===== src/rtl/rrq_pkg.sv =====
package rrq_pkg;

    localparam logic [7:0] OFF_DOORBELL = 8'h20;
    localparam logic [7:0] OFF_STATUS   = 8'h30;
    localparam logic [7:0] OFF_MASK     = 8'h34;
    localparam logic [7:0] OFF_REQ      = 8'h40;
    localparam logic [7:0] OFF_REPLY    = 8'h44;
    localparam logic [7:0] OFF_SCRATCH  = 8'hB0;

    localparam logic [31:0] REPLY_NONE  = 32'hFFFF_FFFF;
    localparam logic [31:0] READY_WORD  = 32'hFFFF_0000;

    typedef enum logic [0:0] {
        ST_IDLE = 1'b0,
        ST_RESP = 1'b1
    } acc_state_e;

    function automatic logic is_mapped(input logic [7:0] a);
        return (a == OFF_DOORBELL) || (a == OFF_STATUS) || (a == OFF_MASK) ||
               (a == OFF_REQ) || (a == OFF_REPLY) || (a == OFF_SCRATCH);
    endfunction

endpackage


===== src/rtl/rrq_fifo.sv =====
module rrq_fifo #(
    parameter int WIDTH = 32,
    parameter int DEPTH = 4
) (
    input  logic             clk,
    input  logic             rst_n,
    input  logic             push,
    input  logic [WIDTH-1:0] din,
    input  logic             pop,
    output logic [WIDTH-1:0] dout,
    output logic             full,
    output logic             empty
);
    localparam int AW = (DEPTH > 1) ? $clog2(DEPTH) : 1;
    localparam int CW = $clog2(DEPTH + 1);

    logic [WIDTH-1:0] mem [DEPTH];
    logic [AW-1:0]    wr_ptr, rd_ptr;
    logic [CW-1:0]    count;
    logic             do_push, do_pop;

    assign full    = (count == CW'(DEPTH));
    assign empty   = (count == '0);
    assign do_push = push && !full;
    assign do_pop  = pop && !empty;
    assign dout    = mem[rd_ptr];

    function automatic logic [AW-1:0] step(input logic [AW-1:0] p);
        return (p == AW'(DEPTH - 1)) ? '0 : p + 1'b1;
    endfunction

    always_ff @(posedge clk) begin
        if (!rst_n) begin
            wr_ptr <= '0;
            rd_ptr <= '0;
            count  <= '0;
        end else begin
            if (do_push) wr_ptr <= step(wr_ptr);
            if (do_pop)  rd_ptr <= step(rd_ptr);
            unique case ({do_push, do_pop})
                2'b10:   count <= count + 1'b1;
                2'b01:   count <= count - 1'b1;
                default: count <= count;
            endcase
        end
    end

    always_ff @(posedge clk) begin
        if (do_push) mem[wr_ptr] <= din;
    end

endmodule


===== src/rtl/rrq_bus_fsm.sv =====
module rrq_bus_fsm
    import rrq_pkg::*;
(
    input  logic clk,
    input  logic rst_n,
    input  logic bus_valid,
    output logic acc_fire,
    output logic bus_ready
);
    acc_state_e state_q, state_d;

    always_ff @(posedge clk) begin
        if (!rst_n) state_q <= ST_IDLE;
        else        state_q <= state_d;
    end

    always_comb begin
        state_d = state_q;
        unique case (state_q)
            ST_IDLE: if (bus_valid) state_d = ST_RESP;
            ST_RESP: state_d = ST_IDLE;
            default: state_d = ST_IDLE;
        endcase
    end

    always_comb begin
        acc_fire  = 1'b0;
        bus_ready = 1'b0;
        unique case (state_q)
            ST_IDLE: acc_fire  = bus_valid;
            ST_RESP: bus_ready = 1'b1;
            default: ;
        endcase
    end

endmodule


===== src/rtl/cmdq_mmio_regs.sv =====
module cmdq_mmio_regs
    import rrq_pkg::*;
#(
    parameter int FIFO_DEPTH = 4,
    parameter int CMD_LIMIT  = 4
) (
    input  logic        clk,
    input  logic        rst_n,
    input  logic        bus_valid,
    input  logic        bus_write,
    input  logic [7:0]  bus_addr,
    input  logic [31:0] bus_wdata,
    output logic        bus_ready,
    output logic [31:0] bus_rdata,
    input  logic        fw_ready,
    input  logic        req_pop,
    output logic        req_valid,
    output logic [31:0] req_data,
    input  logic        rsp_push,
    input  logic [31:0] rsp_data,
    output logic        rsp_space,
    output logic        irq,
    output logic        cmd_full,
    output logic [31:0] db_value
);
    localparam int OW = $clog2(CMD_LIMIT + 1);
    localparam logic [OW-1:0] LIMIT = OW'(CMD_LIMIT);

    logic        acc_fire, wr_fire, rd_fire;
    logic        req_push, req_full, req_empty;
    logic        rsp_pop, rsp_full, rsp_empty;
    logic [31:0] rsp_head;
    logic        mask_q, ovf_q, pending;
    logic [31:0] db_q, rdata_q;
    logic [OW-1:0] outst_q;

    rrq_bus_fsm u_fsm (
        .clk       (clk),
        .rst_n     (rst_n),
        .bus_valid (bus_valid),
        .acc_fire  (acc_fire),
        .bus_ready (bus_ready)
    );

    assign wr_fire  = acc_fire && bus_write;
    assign rd_fire  = acc_fire && !bus_write;
    assign req_push = wr_fire && (bus_addr == OFF_REQ);
    assign rsp_pop  = rd_fire && (bus_addr == OFF_REPLY) && !rsp_empty;

    rrq_fifo #(.WIDTH(32), .DEPTH(FIFO_DEPTH)) u_reqq (
        .clk   (clk),
        .rst_n (rst_n),
        .push  (req_push),
        .din   (bus_wdata),
        .pop   (req_pop),
        .dout  (req_data),
        .full  (req_full),
        .empty (req_empty)
    );

    rrq_fifo #(.WIDTH(32), .DEPTH(FIFO_DEPTH)) u_rspq (
        .clk   (clk),
        .rst_n (rst_n),
        .push  (rsp_push),
        .din   (rsp_data),
        .pop   (rsp_pop),
        .dout  (rsp_head),
        .full  (rsp_full),
        .empty (rsp_empty)
    );

    assign req_valid = !req_empty;
    assign rsp_space = !rsp_full;
    assign pending   = !rsp_empty && !mask_q;
    assign irq       = pending;
    assign cmd_full  = (outst_q >= LIMIT);
    assign db_value  = db_q;
    assign bus_rdata = rdata_q;

    // control registers: mask (set = off), doorbell, sticky overflow
    always_ff @(posedge clk) begin
        if (!rst_n) begin
            mask_q <= 1'b1;
            db_q   <= '0;
            ovf_q  <= 1'b0;
        end else begin
            if (wr_fire && bus_addr == OFF_MASK)     mask_q <= bus_wdata[3];
            if (wr_fire && bus_addr == OFF_DOORBELL) db_q   <= bus_wdata;
            if (req_push && req_full)                ovf_q  <= 1'b1;
        end
    end

    // in-flight command count
    always_ff @(posedge clk) begin
        if (!rst_n) begin
            outst_q <= '0;
        end else if (req_push && !req_full) begin
            if (outst_q != LIMIT) outst_q <= outst_q + 1'b1;
        end else if (rsp_pop) begin
            if (outst_q != '0) outst_q <= outst_q - 1'b1;
        end
    end

    // registered read data, captured at access acceptance
    always_ff @(posedge clk) begin
        if (!rst_n) begin
            rdata_q <= '0;
        end else if (wr_fire) begin
            rdata_q <= '0;
        end else if (rd_fire) begin
            unique case (bus_addr)
                OFF_DOORBELL: rdata_q <= db_q;
                OFF_STATUS:   rdata_q <= {28'd0, pending, 1'b0, ovf_q, 1'b0};
                OFF_MASK:     rdata_q <= {28'd0, mask_q, 3'd0};
                OFF_REPLY:    rdata_q <= rsp_empty ? REPLY_NONE : rsp_head;
                OFF_SCRATCH:  rdata_q <= fw_ready ? READY_WORD : 32'd0;
                default:      rdata_q <= 32'd0;
            endcase
        end
    end

endmodule


===== config.mk =====
export PLATFORM = sky130hd
export DESIGN_NAME = cmdq_mmio_regs
export DESIGN_NICKNAME = d
export VERILOG_FILES = /design/src/rtl/rrq_pkg.sv /design/src/rtl/rrq_fifo.sv /design/src/rtl/rrq_bus_fsm.sv /design/src/rtl/cmdq_mmio_regs.sv
export SDC_FILE = /design/constraint.sdc
export NUM_CORES = 1
export LEC_CHECK = 0
export CAP_MARGIN = 20
export CORE_ASPECT_RATIO = 0.5
export CORE_MARGIN = 4
export CORE_UTILIZATION = 40
export CTS_BUF_LIST = sky130_fd_sc_hd__clkbuf_8
export DETAILED_ROUTE_END_ITERATION = 8
export PLACE_DENSITY = 0.61
export SETUP_SLACK_MARGIN = 0.3
export SLEW_MARGIN = 20
export SYNTH_ARGS = -nofsm -noshare
export SYNTH_HDL_FRONTEND = slang
export SYNTH_HIERARCHICAL = 1
export SYNTH_SLANG_ARGS = --single-unit
export TNS_END_PERCENT = 1

===== constraint.sdc =====
create_clock -name clk -period 4.6 [get_ports clk]
set_input_delay 0.46 -clock clk [delete_from_list [all_inputs] [get_ports clk]]
set_output_delay 0.46 -clock clk [all_outputs]
set_load 0.01 [all_outputs]

==> results.sh <==
export IMPL_worstSetupStartpointType="input port"
export IMPL_fin_area_um2=16800
export IMPL_ys_seq_area_share_pct=69.1
export IMPL_worstMarginPinSlew_ns=0.971
export IMPL_vias=7973
export IMPL_fin_skew_ns=0.0235
export IMPL_synth_area_leader_cell="edfxtp_1"
export IMPL_cts_tree="done"
export IMPL_die_h_um=139
export IMPL_yosys_area_share_adder_pct=1.54
export IMPL_syn_area_per_cell_um2=15.7
export IMPL_rsz0062_at_grt="no"
export IMPL_yosys_warnings=6
export IMPL_cp_arrival_ns=3.83
export IMPL_fin_util_pct=50.2
export IMPL_ios=180
export IMPL_start_util_pct=40.9
export IMPL_layout_nets=1163
export IMPL_clockBufferDepth=3
export IMPL_yosysMostFrequentCell="edfxtp_1"
export IMPL_synth_xor_area_share_pct=0.256
export IMPL_final_max_slew_violation_count=0
export IMPL_endpoint_kind="flip-flop"
export IMPL_drc=0
export IMPL_yosysUniqueCellTypes=54
export IMPL_cts_resized_gates=0
export IMPL_post_cts_buffers=0
export IMPL_grt_pass1_vias=8198
export IMPL_tns_ns=0
export IMPL_cp_num_buf_inv=3
export IMPL_drt_iter0_markers=628
export IMPL_core_um2=33400
export IMPL_crit_type="in2reg"
export IMPL_synth_compound_area_share_pct=7.76
export IMPL_power_density_nw_per_um2=360
export IMPL_stdcell_count=1551
export IMPL_p_comb_share_pct=5.3
export IMPL_clkLatencyLatePin_ns=0.58
export IMPL_synth_top_family_by_area="multiplexers"
export IMPL_synth_seq_cells=344
export IMPL_max_slew_margin_rel_pct=35.3
export IMPL_ir_worst_vdd_v=0.000172
export IMPL_synth_mux_area_share_pct=11.0
export IMPL_cpPeakStageDelay_ns=0.75
export IMPL_hpwl_um=21400
export IMPL_n_fill_cell=2821
export IMPL_grt_util_all_layers_pct=16.9
export IMPL_swShare_pct=21.4
export IMPL_fin_crit_sh_pct=72.8
export IMPL_hold_viol_final=0
export IMPL_cts_root_buf="clkbuf_8"
export IMPL_wl_per_cell_um=20.7
export IMPL_p_seq_share_pct=56.7
export IMPL_area_growth_pct=22.6
export IMPL_placed_area_um2=15800
export IMPL_antenna_found_initial=0
export IMPL_diodes=0
export IMPL_power_internal_mw=4.74
export IMPL_synth_area_leaders="edfxtp_1 (56%), dfxtp_1 (13%), mux4_2 (9.9%), nand2_1 (2.8%), a2bb2oi_1 (2.0%)"
export IMPL_hold_ws_ns=0.324
export IMPL_synth_enable_flop_cells=256
export IMPL_grt_max_degree=36
export IMPL_io_buffer_count=179
export IMPL_ys_top_cells_by_count="edfxtp_1 (256), nand2_1 (101), dfxtp_1 (88)"
export IMPL_gp_congestion=0.842
export IMPL_max_cap_violations=0
export IMPL_crit_required_ns=5.09
export IMPL_dpl_cell_count=1458
export IMPL_critPathTopFamily="simple AND/OR/NAND/NOR gates"
export IMPL_synthCells=873
export IMPL_ant_nets=0
export IMPL_fmaxAchievable_ghz=0.299
export IMPL_cp_slowest_cell="or4b_2"
export IMPL_drt_wl_total_um=32100
export IMPL_pwr_share_clk_pct=38.1
export IMPL_syn_num_nets=967
export IMPL_netlist_area_um2=13700
export IMPL_synth_top_flop_cell="edfxtp_1"
export IMPL_p_switching_mw=1.29
export IMPL_crit_fanout=9
export IMPL_viasPerCell=5.14
export IMPL_synth_top_cell_area_share_pct=56.2
export IMPL_fp_row_count=47
export IMPL_holdCritPathClass="in2reg"
export IMPL_total_power_mw=6.04
export IMPL_grt_pass1_wl_um=49500
export IMPL_synthSimpleGateAreaFrac_pct=6.77
export IMPL_firstDrtPassIters=4
export IMPL_setup_slack_ns=1.25
export IMPL_post_place_ws_ns=0.737
export IMPL_setup_viol=0
export IMPL_cts_hold_buf=0
export IMPL_cp_common_cell="inv_1"
export IMPL_synthArstFlopShare_pct=0
export IMPL_crit_chain="clkdlybuf4s50_1, or4b_2, nor3_1, nor2b_1, inv_1, ha_1, inv_1, fa_1, xor2_1, or3_1, a21boi_0"
export IMPL_clkSlewWorstSetupHoldPaths_ns=0.07
export IMPL_cts_sinks=344
export IMPL_status="finished clean"
export IMPL_fp_dieW_um=270
export IMPL_grt_overflow=0
export IMPL_cts_max_level=2
export IMPL_fin_crit_ns=3.35
export IMPL_die_area_um2=37400
export IMPL_p_leak_nw=5.49
export IMPL_numCtsBuffers=50
export IMPL_drive_gt1_share_pct=14.1
==> worst register-to-register path, stage by stage, from the launching register on <==
cell and delay (ns):
dfxtp_1 0.45, nor3_2 0.08, buf_4 0.26, or3b_1 0.49, nor2_1 0.18, o31ai_1 0.17, inv_1 0.09, ha_1 0.19
inv_1 0.07, fa_1 0.37, xor2_1 0.17, or3_1 0.32, a21boi_0 0.17
==> logic make-up after synthesis <==
logic type | after synthesis
multiplexers | 69
flip-flops | 344
XOR/XNOR | 4
adder cells (fa/ha/maj) | 15
AND/OR/NAND/NOR | 196
AO/OA/AOI/OAI | 157
buffers and inverters | 88
==> cell usage in the layout (no fill, tap or decap), drive strengths merged, types with 2 or more instances in the layout <==
cell,n
o21ai,43
nor3,5
nor2,40
buf,19
nor2b,6
mux2i,5
clkbuf,58
mux4,64
fa,3
nand2,101
dfxtp,88
nor3b,2
or4b,4
and2,14
o31ai,3
o22ai,17
ha,12
o211ai,3
xor2,2
clkdlybuf4s50,178
or3,4
a21boi,36
nand3,7
a2bb2oi,31
and3b,2
nand2b,2
a21oi,16
clkinv,7
xnor2,2
edfxtp,256
inv,62
nor4,3
==> routing by layer <==
metal	GRT usage, %	routed length, um	share of wire (%)
met5	0	0	0
met4	4.72	614	1.9
met3	3.22	1150	3.6
met2	28.1	15800	49
met1	23.0	14500	45
==> path summary, 6_finish.rpt <==
path              startpoint               to  slack, ns  cells past startpoint
min reg2reg    bus_rdata[22]    bus_rdata[22]       0.46                      2
max              bus_addr[7]  u_reqq/count[2]       1.25                     11
max reg2reg  u_rspq/count[1]  u_rspq/count[2]       1.52                     12
min                    rst_n           mask_q       0.32                      2
==> final cells by class <==
cell class              instances  area [um^2]  area share, %
well taps                     441          552           3.29
clock buffers                  58          798           4.76
repair buffers                197         1920           11.5
clock inverters                35          159          0.947
multi-input cells             441         3760           22.4
inverters                      35          131          0.783
flip-flops and latches        344         9450           56.4
==> power by group through the flow <==
stage	registers [mW]	clock network [mW]	logic (mW)
2_1_floorplan	3.48	0	0.145
3_3_place_gp	3.48	0	0.312
3_5_place_dp	3.49	0	0.319
4_1_cts	3.42	2.37	0.320
5_1_grt	3.42	2.53	0.345
6_report	3.42	2.30	0.318
==> state kept, by name (all words and copies together) (netlist names), named ones only <==
signal	cells
ovf_q	1
u_reqq/count	3
bus_rdata	32
outst_q	3
u_reqq/mem	128
u_rspq/rd_ptr	2
u_reqq/wr_ptr	2
db_value	32
u_rspq/wr_ptr	2
mask_q	1
u_rspq/count	3
u_fsm/state_q	1
u_reqq/rd_ptr	2
u_rspq/mem	128
Note: power is estimated with default switching activity, not from simulation.
